[src/rtl/i2cr_pkg.sv]
package i2cr_pkg;

   typedef enum logic [2:0] {
      ST_IDLE,
      ST_ADDR,
      ST_REG,
      ST_WDATA,
      ST_RDATA,
      ST_RACK,
      ST_IGNORE
   } eng_state_t;

   // register offsets the host decodes
   localparam logic [7:0] RA_PROG    = 8'h03;
   localparam logic [7:0] RA_DEVADDR = 8'h15;
   localparam logic [7:0] RA_ZHI     = 8'h16;
   localparam logic [7:0] RA_ZLO     = 8'h17;
   localparam logic [7:0] RA_AGC     = 8'hFA;
   localparam logic [7:0] RA_DIAG    = 8'hFB;
   localparam logic [7:0] RA_MHI     = 8'hFC;
   localparam logic [7:0] RA_MLO     = 8'hFD;
   localparam logic [7:0] RA_AHI     = 8'hFE;
   localparam logic [7:0] RA_ALO     = 8'hFF;

   // verify (6), burn (3), enable (0)
   localparam logic [7:0] PROG_MASK  = 8'h49;

   function automatic logic is_writable(input logic [7:0] a);
      return (a == RA_PROG) || (a == RA_DEVADDR) || (a == RA_ZHI) || (a == RA_ZLO);
   endfunction

endpackage

[src/rtl/i2cr_line_sync.sv]
module i2cr_line_sync #(
   parameter int STAGES = 2
) (
   input  logic clk,
   input  logic rst_n,
   input  logic scl_i,
   input  logic sda_i,
   output logic scl_s,
   output logic sda_s,
   output logic scl_rise,
   output logic scl_fall,
   output logic start_det,
   output logic stop_det
);
   logic [STAGES-1:0] scl_chain;
   logic [STAGES-1:0] sda_chain;
   logic              scl_p;
   logic              sda_p;

   generate
      if (STAGES < 2) begin : g_bad_stages
         $error("i2cr_line_sync: STAGES must be at least 2");
      end
      for (genvar i = 0; i < STAGES; i++) begin : g_stage
         if (i == 0) begin : g_first
            always_ff @(posedge clk or negedge rst_n) begin
               if (!rst_n) begin
                  scl_chain[0] <= 1'b1;
                  sda_chain[0] <= 1'b1;
               end else begin
                  scl_chain[0] <= scl_i;
                  sda_chain[0] <= sda_i;
               end
            end
         end else begin : g_next
            always_ff @(posedge clk or negedge rst_n) begin
               if (!rst_n) begin
                  scl_chain[i] <= 1'b1;
                  sda_chain[i] <= 1'b1;
               end else begin
                  scl_chain[i] <= scl_chain[i-1];
                  sda_chain[i] <= sda_chain[i-1];
               end
            end
         end
      end
   endgenerate

   always_ff @(posedge clk or negedge rst_n) begin
      if (!rst_n) begin
         scl_p <= 1'b1;
         sda_p <= 1'b1;
      end else begin
         scl_p <= scl_chain[STAGES-1];
         sda_p <= sda_chain[STAGES-1];
      end
   end

   assign scl_s     = scl_chain[STAGES-1];
   assign sda_s     = sda_chain[STAGES-1];
   assign scl_rise  = scl_s & ~scl_p;
   assign scl_fall  = ~scl_s & scl_p;
   assign start_det = scl_s & scl_p & sda_p & ~sda_s;
   assign stop_det  = scl_s & scl_p & ~sda_p & sda_s;

endmodule

[src/rtl/i2cr_regmap.sv]
module i2cr_regmap
   import i2cr_pkg::*;
#(
   parameter int VAL_W  = 14,
   parameter int AGC_W  = 8,
   parameter int DIAG_W = 4
) (
   input  logic              clk,
   input  logic              rst_n,
   input  logic              wr_en,
   input  logic [7:0]        wr_addr,
   input  logic [7:0]        wr_data,
   input  logic [7:0]        rd_addr,
   output logic [7:0]        rd_data,
   input  logic              addr_sel_lo,
   input  logic              addr_sel_hi,
   output logic [6:0]        dev_addr,
   input  logic [VAL_W-1:0]  angle_i,
   input  logic [VAL_W-1:0]  magnitude_i,
   input  logic [AGC_W-1:0]  agc_i,
   input  logic [DIAG_W-1:0] diag_i,
   output logic [VAL_W-1:0]  zero_pos_o,
   output logic [7:0]        prog_ctrl_o
);
   localparam int LO_W = VAL_W - 8;

   logic [7:0]      prog_q;
   logic [4:0]      devaddr_q;
   logic [7:0]      zhi_q;
   logic [LO_W-1:0] zlo_q;

   logic [7:0] ang_hi, ang_lo, mag_hi, mag_lo, zlo_byte, agc_byte, diag_byte;

   generate
      if (VAL_W < 9 || VAL_W > 16) begin : g_bad_val
         $error("i2cr_regmap: VAL_W must lie in 9..16");
      end
      if (AGC_W < 1 || AGC_W > 8) begin : g_bad_agc
         $error("i2cr_regmap: AGC_W must lie in 1..8");
      end
      if (DIAG_W < 1 || DIAG_W > 7) begin : g_bad_diag
         $error("i2cr_regmap: DIAG_W must lie in 1..7");
      end

      if (LO_W == 8) begin : g_lo_full
         assign ang_lo   = angle_i[7:0];
         assign mag_lo   = magnitude_i[7:0];
         assign zlo_byte = zlo_q;
      end else begin : g_lo_pad
         assign ang_lo   = {{(8-LO_W){1'b0}}, angle_i[LO_W-1:0]};
         assign mag_lo   = {{(8-LO_W){1'b0}}, magnitude_i[LO_W-1:0]};
         assign zlo_byte = {{(8-LO_W){1'b0}}, zlo_q};
      end

      if (AGC_W == 8) begin : g_agc_full
         assign agc_byte = agc_i;
      end else begin : g_agc_pad
         assign agc_byte = {{(8-AGC_W){1'b0}}, agc_i};
      end
   endgenerate

   assign ang_hi    = angle_i[VAL_W-1:LO_W];
   assign mag_hi    = magnitude_i[VAL_W-1:LO_W];
   assign diag_byte = {{(8-DIAG_W){1'b0}}, diag_i};

   always_ff @(posedge clk or negedge rst_n) begin
      if (!rst_n) begin
         prog_q    <= '0;
         devaddr_q <= '0;
         zhi_q     <= '0;
         zlo_q     <= '0;
      end else if (wr_en) begin
         case (wr_addr)
            RA_PROG:    prog_q    <= wr_data & PROG_MASK;
            RA_DEVADDR: devaddr_q <= wr_data[4:0];
            RA_ZHI:     zhi_q     <= wr_data;
            RA_ZLO:     zlo_q     <= wr_data[LO_W-1:0];
            default:    ;
         endcase
      end
   end

   always_comb begin
      case (rd_addr)
         RA_PROG:    rd_data = prog_q;
         RA_DEVADDR: rd_data = {3'b000, devaddr_q};
         RA_ZHI:     rd_data = zhi_q;
         RA_ZLO:     rd_data = zlo_byte;
         RA_AGC:     rd_data = agc_byte;
         RA_DIAG:    rd_data = diag_byte;
         RA_MHI:     rd_data = mag_hi;
         RA_MLO:     rd_data = mag_lo;
         RA_AHI:     rd_data = ang_hi;
         RA_ALO:     rd_data = ang_lo;
         default:    rd_data = 8'h00;
      endcase
   end

   // stored top bit enters the address inverted
   assign dev_addr    = {~devaddr_q[4], devaddr_q[3:0], addr_sel_hi, addr_sel_lo};
   assign zero_pos_o  = {zhi_q, zlo_q};
   assign prog_ctrl_o = prog_q;

   AST_RO_KEEP: assert property (@(posedge clk) disable iff (!rst_n)
      (wr_en && !is_writable(wr_addr)) |=> $stable({prog_q, devaddr_q, zhi_q, zlo_q}));

endmodule

[src/rtl/i2cr_engine.sv]
module i2cr_engine
   import i2cr_pkg::*;
(
   input  logic       clk,
   input  logic       rst_n,
   input  logic       scl_s,
   input  logic       sda_s,
   input  logic       scl_rise,
   input  logic       scl_fall,
   input  logic       start_det,
   input  logic       stop_det,
   input  logic [6:0] dev_addr,
   input  logic [7:0] rd_data,
   output logic [7:0] ptr,
   output logic       wr_en,
   output logic [7:0] wr_data,
   output logic       sda_oe
);
   eng_state_t state;
   logic [3:0] cnt;
   logic [7:0] shreg;
   logic [6:0] txd;
   logic       in_ack;
   logic       is_rd;
   logic       more;
   logic       byte_done;

   assign byte_done = (cnt == 4'd8);
   assign wr_en     = (state == ST_WDATA) && scl_fall && byte_done && !in_ack
                      && !start_det && !stop_det;
   assign wr_data   = shreg;

   always_ff @(posedge clk or negedge rst_n) begin
      if (!rst_n) begin
         state  <= ST_IDLE;
         cnt    <= '0;
         shreg  <= '0;
         txd    <= '0;
         in_ack <= 1'b0;
         is_rd  <= 1'b0;
         more   <= 1'b0;
         ptr    <= '0;
         sda_oe <= 1'b0;
      end else if (start_det) begin
         state  <= ST_ADDR;
         cnt    <= '0;
         in_ack <= 1'b0;
         sda_oe <= 1'b0;
      end else if (stop_det) begin
         state  <= ST_IDLE;
         cnt    <= '0;
         in_ack <= 1'b0;
         sda_oe <= 1'b0;
      end else begin
         case (state)
            ST_ADDR, ST_REG, ST_WDATA: begin
               if (scl_rise && !in_ack && !byte_done) begin
                  shreg <= {shreg[6:0], sda_s};
                  cnt   <= cnt + 4'd1;
               end else if (scl_fall && in_ack) begin
                  in_ack <= 1'b0;
                  cnt    <= '0;
                  sda_oe <= 1'b0;
                  if (state == ST_ADDR) begin
                     if (is_rd) begin
                        state  <= ST_RDATA;
                        txd    <= rd_data[6:0];
                        sda_oe <= ~rd_data[7];
                     end else begin
                        state  <= ST_REG;
                     end
                  end else begin
                     state <= ST_WDATA;
                  end
               end else if (scl_fall && byte_done) begin
                  if (state == ST_ADDR) begin
                     if (shreg[7:1] == dev_addr) begin
                        sda_oe <= 1'b1;
                        in_ack <= 1'b1;
                        is_rd  <= shreg[0];
                     end else begin
                        state  <= ST_IGNORE;
                     end
                  end else if (state == ST_REG) begin
                     ptr    <= shreg;
                     sda_oe <= 1'b1;
                     in_ack <= 1'b1;
                  end else begin
                     ptr    <= ptr + 8'd1;
                     sda_oe <= 1'b1;
                     in_ack <= 1'b1;
                  end
               end
            end
            ST_RDATA: begin
               if (scl_rise && !byte_done) begin
                  cnt <= cnt + 4'd1;
               end else if (scl_fall) begin
                  if (byte_done) begin
                     sda_oe <= 1'b0;
                     cnt    <= '0;
                     ptr    <= ptr + 8'd1;
                     state  <= ST_RACK;
                  end else begin
                     sda_oe <= ~txd[6];
                     txd    <= {txd[5:0], 1'b0};
                  end
               end
            end
            ST_RACK: begin
               if (scl_rise) begin
                  more <= ~sda_s;
               end else if (scl_fall) begin
                  if (more) begin
                     state  <= ST_RDATA;
                     txd    <= rd_data[6:0];
                     sda_oe <= ~rd_data[7];
                  end else begin
                     state  <= ST_IGNORE;
                  end
               end
            end
            default: ;
         endcase
      end
   end

   AST_OE_SCL_LOW: assert property (@(posedge clk) disable iff (!rst_n)
      !$stable(sda_oe) |-> !scl_s);

   AST_IGNORE_QUIET: assert property (@(posedge clk) disable iff (!rst_n)
      (state == ST_IGNORE) |-> !sda_oe);

   AST_START_REARM: assert property (@(posedge clk) disable iff (!rst_n)
      start_det |=> (state == ST_ADDR) && !sda_oe && (cnt == 4'd0));

   AST_PTR_STEP: assert property (@(posedge clk) disable iff (!rst_n)
      wr_en |=> (ptr == $past(ptr) + 8'd1));

   AST_NACK_RELEASE: assert property (@(posedge clk) disable iff (!rst_n)
      (state == ST_RACK && scl_fall && !more && !start_det && !stop_det)
      |=> (state == ST_IGNORE) && !sda_oe);

endmodule

[src/rtl/pinaddr_i2c_target.sv]
module pinaddr_i2c_target #(
   parameter int SYNC_STAGES = 2,
   parameter int VAL_W       = 14,
   parameter int AGC_W       = 8,
   parameter int DIAG_W      = 4
) (
   input  logic              clk,
   input  logic              rst_n,
   input  logic              scl_i,
   input  logic              sda_i,
   output logic              sda_oe,
   input  logic              addr_sel_lo,
   input  logic              addr_sel_hi,
   input  logic [VAL_W-1:0]  angle_i,
   input  logic [VAL_W-1:0]  magnitude_i,
   input  logic [AGC_W-1:0]  agc_i,
   input  logic [DIAG_W-1:0] diag_i,
   output logic [VAL_W-1:0]  zero_pos_o,
   output logic [7:0]        prog_ctrl_o
);
   logic       scl_s, sda_s, scl_rise, scl_fall, start_det, stop_det;
   logic [7:0] ptr, wr_data, rd_data;
   logic       wr_en;
   logic [6:0] dev_addr;

   i2cr_line_sync #(.STAGES(SYNC_STAGES)) u_sync (
      .clk       (clk),
      .rst_n     (rst_n),
      .scl_i     (scl_i),
      .sda_i     (sda_i),
      .scl_s     (scl_s),
      .sda_s     (sda_s),
      .scl_rise  (scl_rise),
      .scl_fall  (scl_fall),
      .start_det (start_det),
      .stop_det  (stop_det)
   );

   i2cr_engine u_eng (
      .clk       (clk),
      .rst_n     (rst_n),
      .scl_s     (scl_s),
      .sda_s     (sda_s),
      .scl_rise  (scl_rise),
      .scl_fall  (scl_fall),
      .start_det (start_det),
      .stop_det  (stop_det),
      .dev_addr  (dev_addr),
      .rd_data   (rd_data),
      .ptr       (ptr),
      .wr_en     (wr_en),
      .wr_data   (wr_data),
      .sda_oe    (sda_oe)
   );

   i2cr_regmap #(.VAL_W(VAL_W), .AGC_W(AGC_W), .DIAG_W(DIAG_W)) u_map (
      .clk         (clk),
      .rst_n       (rst_n),
      .wr_en       (wr_en),
      .wr_addr     (ptr),
      .wr_data     (wr_data),
      .rd_addr     (ptr),
      .rd_data     (rd_data),
      .addr_sel_lo (addr_sel_lo),
      .addr_sel_hi (addr_sel_hi),
      .dev_addr    (dev_addr),
      .angle_i     (angle_i),
      .magnitude_i (magnitude_i),
      .agc_i       (agc_i),
      .diag_i      (diag_i),
      .zero_pos_o  (zero_pos_o),
      .prog_ctrl_o (prog_ctrl_o)
   );

endmodule

[config.mk]
export PLATFORM = sky130hd
export DESIGN_NAME = pinaddr_i2c_target
export DESIGN_NICKNAME = d
export VERILOG_FILES = /design/src/rtl/i2cr_pkg.sv /design/src/rtl/i2cr_line_sync.sv /design/src/rtl/i2cr_regmap.sv /design/src/rtl/i2cr_engine.sv /design/src/rtl/pinaddr_i2c_target.sv
export SDC_FILE = /design/constraint.sdc
export NUM_CORES = 1
export LEC_CHECK = 0
export BUFFER_PORTS_ARGS = -buffer_cell sky130_fd_sc_hd__buf_2
export CORE_MARGIN = 2
export CORE_UTILIZATION = 53
export CTS_CLUSTER_DIAMETER = 120
export DETAILED_ROUTE_END_ITERATION = 10
export PLACE_DENSITY_LB_ADDON = 0.25
export SETUP_SLACK_MARGIN = 0.3
export SYNTH_ARGS = -nofsm -noshare
export SYNTH_HDL_FRONTEND = slang
export SYNTH_SLANG_ARGS = --single-unit
[constraint.sdc]
create_clock -name clk -period 3.8 [get_ports clk]
set_clock_uncertainty 0.05 [all_clocks]
set_input_delay 0 -clock clk [delete_from_list [all_inputs] [get_ports clk]]
set_output_delay 0 -clock clk [all_outputs]
set_load 0.01 [all_outputs]
==> results of run 1 <==
how the worst max path moves through the flow:
| stage | cells past startpoint | from | endpoint |
|---|---|---|---|
| finish | 7 | u_eng.cnt[0] | u_eng.txd[4] |
| global route | 7 | u_eng.cnt[0] | u_eng.txd[4] |
| CTS | 7 | u_eng.cnt[0] | u_eng.txd[4] |
| detailed placement | 7 | u_eng.cnt[0] | u_eng.txd[6] |
| global placement | 7 | u_eng.cnt[0] | u_eng.txd[2] |
| floorplan | 6 | u_sync.scl_s | u_eng.state[1] |
worst max-delay path: cells and delay by family (launching register included):
| family | cells | cell delay, ns |
|---|---|---|
| buffers and inverters | 1 | 0.07 |
| and+or+nand+nor | 1 | 0.26 |
| DFF | 1 | 0.38 |
| adders and majority gates | 1 | 0.20 |
| AOI/OAI and AO/OA | 4 | 1.51 |
cell usage after synthesis, drive strengths merged (2+ instances only):
cell / n
o2bb2ai: 4
dfstp: 6
nand2b: 2
nor2: 13
mux2i: 4
o22ai: 12
nand2: 20
o21ai: 14
and3: 5
a31oi: 4
ha: 6
o221ai: 6
nand4: 5
a222oi: 2
a221oi: 9
or3b: 2
buf: 10
o211ai: 5
nor2b: 7
and3b: 2
xnor2: 7
and2: 3
o32ai: 2
nand3b: 2
inv: 20
nand3: 15
clkbuf: 13
nor3b: 4
a22oi: 8
dfrtp: 56
a2bb2oi: 5
nor4: 2
a21oi: 12
a22o: 15
o31ai: 2
mux2: 34
nor3: 9
metal layers:
metal	global-route usage (%)	vias to the layer above	share of wire (%)
met1	36.5	1588	45
met3	4.17	11	6.4
met2	40.4	127	47
li1	-	1497	-
met5	0	-	0
met4	7.55	0	1.3
report_power, final:
group	internal [W]	total, W	leakage [nW]	switching [W]
combinational	0.000190	0.000432	0.982	0.000242
clock	0.000385	0.000658	0.108	0.000273
sequential	0.000708	0.000792	0.827	0.0000838
kinds of logic (layout without fill, tap and decap cells):
kind of cell / Yosys count / in the layout / synth area share [%]
AOI/OAI and AO/OA: 111 / 111 / 23.3
and+or+nand+nor: 93 / 93 / 13.9
buffers and inverters: 43 / 105 / 5.12
xor gates and xnor gates: 8 / 8 / 1.90
other: 1 / 5 / 0.102
DFF: 62 / 62 / 42.2
muxes: 38 / 38 / 11.4
adders and majority gates: 6 / 6 / 2.03
registers in the layout, indices dropped and copies added (netlist names):
| register | cells |
|---|---|
| u_eng.ptr | 8 |
| u_eng.cnt | 4 |
| u_eng.more | 1 |
| u_eng.wr_data | 8 |
| u_sync.scl_chain | 1 |
| u_eng.txd | 7 |
| u_map.zhi_q | 8 |
| u_eng.is_rd | 1 |
| u_map.zlo_q | 6 |
| u_map.devaddr_q | 5 |
| u_eng.sda_oe | 1 |
| u_sync.sda_s | 1 |
| u_eng.in_ack | 1 |
| u_map.prog_ctrl_o | 3 |
| u_eng.state | 3 |
| u_sync.scl_p | 1 |
| u_sync.scl_s | 1 |
| u_sync.sda_chain | 1 |
| u_sync.sda_p | 1 |
stage by stage:
| step | util, % | setup slack (ns) |
|---|---|---|
| 2_1_floorplan | - | 1.66 |
| 3_3_place_gp | 59.7 | 1.37 |
| 3_5_place_dp | 59.7 | 1.27 |
| 4_1_cts | 63.4 | 1.26 |
| 5_1_grt | 63.4 | 1.01 |
| 6_report | 63.4 | 1.24 |
final cells by class:
class                   instances  area, sq um
flip-flops and latches         62         1560
inverters                      20         75.1
well taps                      80          100
fillers                       576         2470
clock buffers                  10          138
multi-input cells             261         1960
repair buffers                 69          368
clock inverters                 6         85.1
==> flow_summary_export.csv, run 1 <==
group,metric,value,unit
run_status,status,"completed",
cts,clock-sinks,62,
global_route,antenna_found_initial,0,
worst_hold_path,hold_path_class,"input pin to flip-flop",
cts,clock_latency,0.34,ns
cts,cts_tree,"done",
global_route,grt_max_degree,34,
cts,clock_tree.root_cell,"clkbuf_8",
timing,fin_crit,2.56,ns
job,cap_violations,0,
floorplanning,rows,30,
critical_path,critPathCaptureType,"flip-flop",
critical_path,reg2reg_depth,7,
cts,ctsHoldBuffers,3,
synthesis,yosysSeqAreaShare,42.2,%
timing,worstMarginPinSlew,0.835,ns
place,place_inst,489,
place,post_dp_cell_area,0.00403,sq mm
power,power,0.00188,W
cts,cts_inserted_buffers,9,
cells_and_area,area_growth_syn_to_layout,16.0,%
critical_path,crit_type,"flip-flop to flip-flop",
critical_path,crit_fanout,14,
critical_path,r2r_start,"u_eng.cnt[0]",
detailed_routing,drtIter0Drc,230,
detailed_routing,totalWireLength,9490,um
floorplanning,coreArea,0.00676,sq mm
cells_and_area,mostFrequentLayoutCells,"63 x buf_2, 56 x dfrtp_1, 34 x mux2_2",
floorplanning,dieWidth,87.5,um
critical_path,cp-start-kind,"flip-flop",
cells_and_area,layout_commonest_cell,"buf_2",
floorplanning,start_util,54.7,%
timing,setup_viol,0,
timing,hold_viol_final,0,
critical_path,cp_cell_sequence,"inv_1, ha_1, nand3b_1, o21ai_0, a2111oi_4, o211ai_4, o221ai_1",
cells_and_area,nets,475,
critical_path,cp.arrival,2.76,ns
power,power_density,439,mW/mm^2
timing,hold_slack,0.0318,ns
floorplanning,die-area,0.00765,sq mm
place,portBuffers,63,
critical_path,reg2reg_to,"u_eng.txd[4]",
detailed_routing,via_count,3223,
synthesis,synthArstFlopShare,100,%
worst_hold_path,holdPathEnd,"u_eng.txd[1]",
cts,path_clk_slew,0.07,ns
timing,rsz0062_at_grt,"false",
synthesis,synth-main-ff-cell,"dfrtp_1",
synthesis,syn_inst,362,
synthesis,ys_seq_elements,62,
synthesis,synthDominantCellAreaShare,37.9,%
synthesis,synthTopCellsByArea,"dfrtp_1 38%, mux2_2 10%, dfstp_2 4.3%",
synthesis,synth.distinct_cells,56,
place,hpwl,7010,um
cts,clockBufferDepth,2,
floorplanning,io-pin-count,69,
global_route,grt_first_pass_wirelength,15000,um
synthesis,synthesis.area,0.00369,sq mm
synthesis,synth_area_leader_cell,"dfrtp_1",
worst_hold_path,whs_path_depth,4,
detailed_routing,wl_per_cell,18.7,um
synthesis,ys_warn_count,0,
power,leakage,1.92,nW
cts,cts_resized,0,
detailed_routing,drtAntennaViolNets,0,
timing,period_share,67.3,%
critical_path,regToRegSetupSlack,1.24,ns
global_route,grt_use_total,25.7,%
cells_and_area,layoutNonFillerInstCount,508,
cells_and_area,layout-drive-gt1-share,30.8,%
power,max-vdd-ir-drop,0.282,mV
timing,slew_violations,0,
critical_path,cpPeakStageDelay,0.84,ns
timing,fmax,0.391,GHz
cells_and_area,fin_area,0.00429,sq mm
place,gp_congestion,0.952,
detailed_routing,firstDrtPassIters,5,
critical_path,crit_required,4.00,ns
timing,slew_headroom,44.3,%
cells_and_area,diodes,0,
cts,h-tree-depth,3,
detailed_routing,avgViaCountPerCell,6.34,
synthesis,synth-edff-count,0,
timing,finalSetupTns,0,ns
global_route,grt-ovfl-total,0,
floorplanning,fp.dieH,87.5,um
detailed_routing,route.detailed.drc,0,
critical_path,slowest_stage,"a2111oi_4",
cts,cts_setup_buffers,0,
worst_hold_path,holdCritStartpoint,"agc_i[1]",
global_route,grt_pass1_vias,2968,
synthesis,synth_area_per_cell,10.2,sq um
Note: power is estimated with default switching activity, not from simulation.
==> run 2: changes to the inputs <==
clock period = 2.4 ns   (was 3.8 ns; I/O delays follow)
==> flow_summary_export.csv, run 2 (synthesized netlist as in run 1, its figures left out) <==
group,metric,value,unit
run_status,status,"completed",
floorplanning,rows,30,
floorplanning,io-pin-count,69,
cells_and_area,fillers,526,
power,leakage,2.09,nW
detailed_routing,avgViaCountPerCell,6.27,
floorplanning,fp.dieH,87.5,um
floorplanning,dieWidth,87.5,um
power,pwr-share-clk,28.6,%
cells_and_area,layout_commonest_cell,"buf_2",
critical_path,slowest_stage,"dfstp_2",
power,p_switching,0.000968,W
critical_path,crit_fanout,6,
detailed_routing,route.detailed.drc,0,
critical_path,crit_type,"flip-flop to flip-flop",
cts,clock_tree.root_cell,"clkbuf_8",
timing,period_share,88.1,%
place,portBuffers,63,
global_route,grt_first_pass_wirelength,16100,um
timing,worstMarginPinSlew,0.783,ns
critical_path,cpPeakStageDelay,0.58,ns
place,hpwl,7330,um
cts,cts_inserted_buffers,9,
cells_and_area,nets,505,
cells_and_area,fin_area,0.00462,sq mm
worst_hold_path,hold_path_class,"input pin to flip-flop",
critical_path,cp_cell_sequence,"buf_4, nand2_2, o211ai_1, buf_4, o22ai_4, nor4_4, mux2_2",
timing,setup_viol,0,
cts,path_clk_slew,0.07,ns
cells_and_area,area_growth_syn_to_layout,25.0,%
cts,clock-sinks,62,
floorplanning,die-area,0.00765,sq mm
global_route,grt_pass1_vias,3207,
detailed_routing,drtAntennaViolNets,0,
cells_and_area,mostFrequentLayoutCells,"63 x buf_2, 52 x dfrtp_1, 34 x mux2_2",
timing,fin_ws,0.286,ns
critical_path,cp.arrival,2.29,ns
timing,fmax,0.473,GHz
floorplanning,start_util,54.7,%
global_route,antenna_found_initial,0,
cts,clockBufferDepth,2,
global_route,grt_max_degree,63,
detailed_routing,totalWireLength,10400,um
detailed_routing,drtIter0Drc,282,
global_route,grt_use_total,27.7,%
timing,finalSetupTns,0,ns
critical_path,crit_required,2.58,ns
cts,h-tree-depth,3,
place,post-place-ws,0.105,ns
place,post_dp_cell_area,0.00416,sq mm
place,gp_congestion,0.937,
timing,hold_viol_final,0,
power,switching_share,32.6,%
detailed_routing,wl_per_cell,19.4,um
detailed_routing,via_count,3373,
cts,clock_latency,0.34,ns
cells_and_area,diodes,0,
timing,rsz0062_at_grt,"true",
timing,slew_violations,0,
timing,fin_crit,2.11,ns
critical_path,critPathCaptureType,"flip-flop",
cells_and_area,layout-drive-gt1-share,40.0,%
critical_path,cp-start-kind,"flip-flop",
timing,hold_slack,0.0531,ns
critical_path,cp_common_cell,"buf_4",
power,p_int,0.00200,W
power,power_density,642,mW/mm^2
global_route,grt-ovfl-total,0,
cts,cts_tree,"done",
power,power_frac_comb,28.9,%
power,power_frac_seq,42.5,%
job,cap_violations,0,
floorplanning,coreArea,0.00676,sq mm
timing,slew_headroom,47.8,%
detailed_routing,firstDrtPassIters,5,
power,max-vdd-ir-drop,0.433,mV
[run 2: final timing paths]
kind / startpoint / end / slack, ns / depth (start not counted)
worst min register to register: u_sync.sda_chain[0] / u_sync.sda_s / 0.31 / 0
worst max-delay path: u_sync.scl_p / u_eng.state[1] / 0.29 / 7
min in group asynchronous: rst_n / u_eng.cnt[2] / 0.31 / 3
worst min-delay path: agc_i[1] / u_eng.txd[1] / 0.05 / 4
max in group asynchronous: rst_n / u_eng.state[0] / 1.44 / 3
worst max register to register: u_sync.scl_p / u_eng.state[1] / 0.29 / 7
[run 2: timing repair]
action | CTS | global route
pin swaps | 0 | 8
hold endpoints to repair | 58 | 0
hold buffers | 3 | 0
endpoints found under the setup margin | 17 | 44
resized for setup | 8 | 23
buffers inserted | 0 | 14
[run 2: layout make-up]
type | count | area (sq um) | share of cell area, %
multi-input cells | 261 | 2100 | 45.5
flip-flops and latches | 62 | 1560 | 33.9
repair buffers | 99 | 597 | 12.9
clock buffers | 15 | 176 | 3.82
well taps | 80 | 100 | 2.17
inverters | 20 | 75.1 | 1.63
clock inverters | 1 | 5.00 | 0.108
[run 2: critical path: cells and delay by family, from the launching register on]
kind,cells,cell delay (ns)
AOI/OAI and AO/OA,2,0.29
buffers and inverters,2,0.31
DFF,1,0.58
muxes,1,0.37
and+or+nand+nor,2,0.42
[run 2: power groups by stage]
stage	Combinational (W)	Clock (W)	Sequential, W
6_report	0.000858	0.000847	0.00126
5_1_grt	0.000922	0.000919	0.00127
4_1_cts	0.000736	0.000868	0.00125
3_5_place_dp	0.000707	0	0.00127
3_3_place_gp	0.000702	0	0.00127
2_1_floorplan	0.000555	0	0.00120
[run 2: layer usage]
metal	GRT usage (%)	share of wire, %	routed length, um	up-vias
met1	36.2	42	4420	1665
met4	10.6	1.9	202	0
met5	0	0	0	-
met3	6.45	6.3	656	19
li1	-	-	-	1546
met2	44.6	49	5170	143
[run 2: stage by stage]
stage	total power, W	utilization (%)	instances
after floorplan	0.00175	-	366
after global placement	0.00197	61.5	505
after detailed placement	0.00198	61.5	505
after CTS	0.00286	65.3	524
after global routing	0.00311	68.4	538
final	0.00297	68.4	538
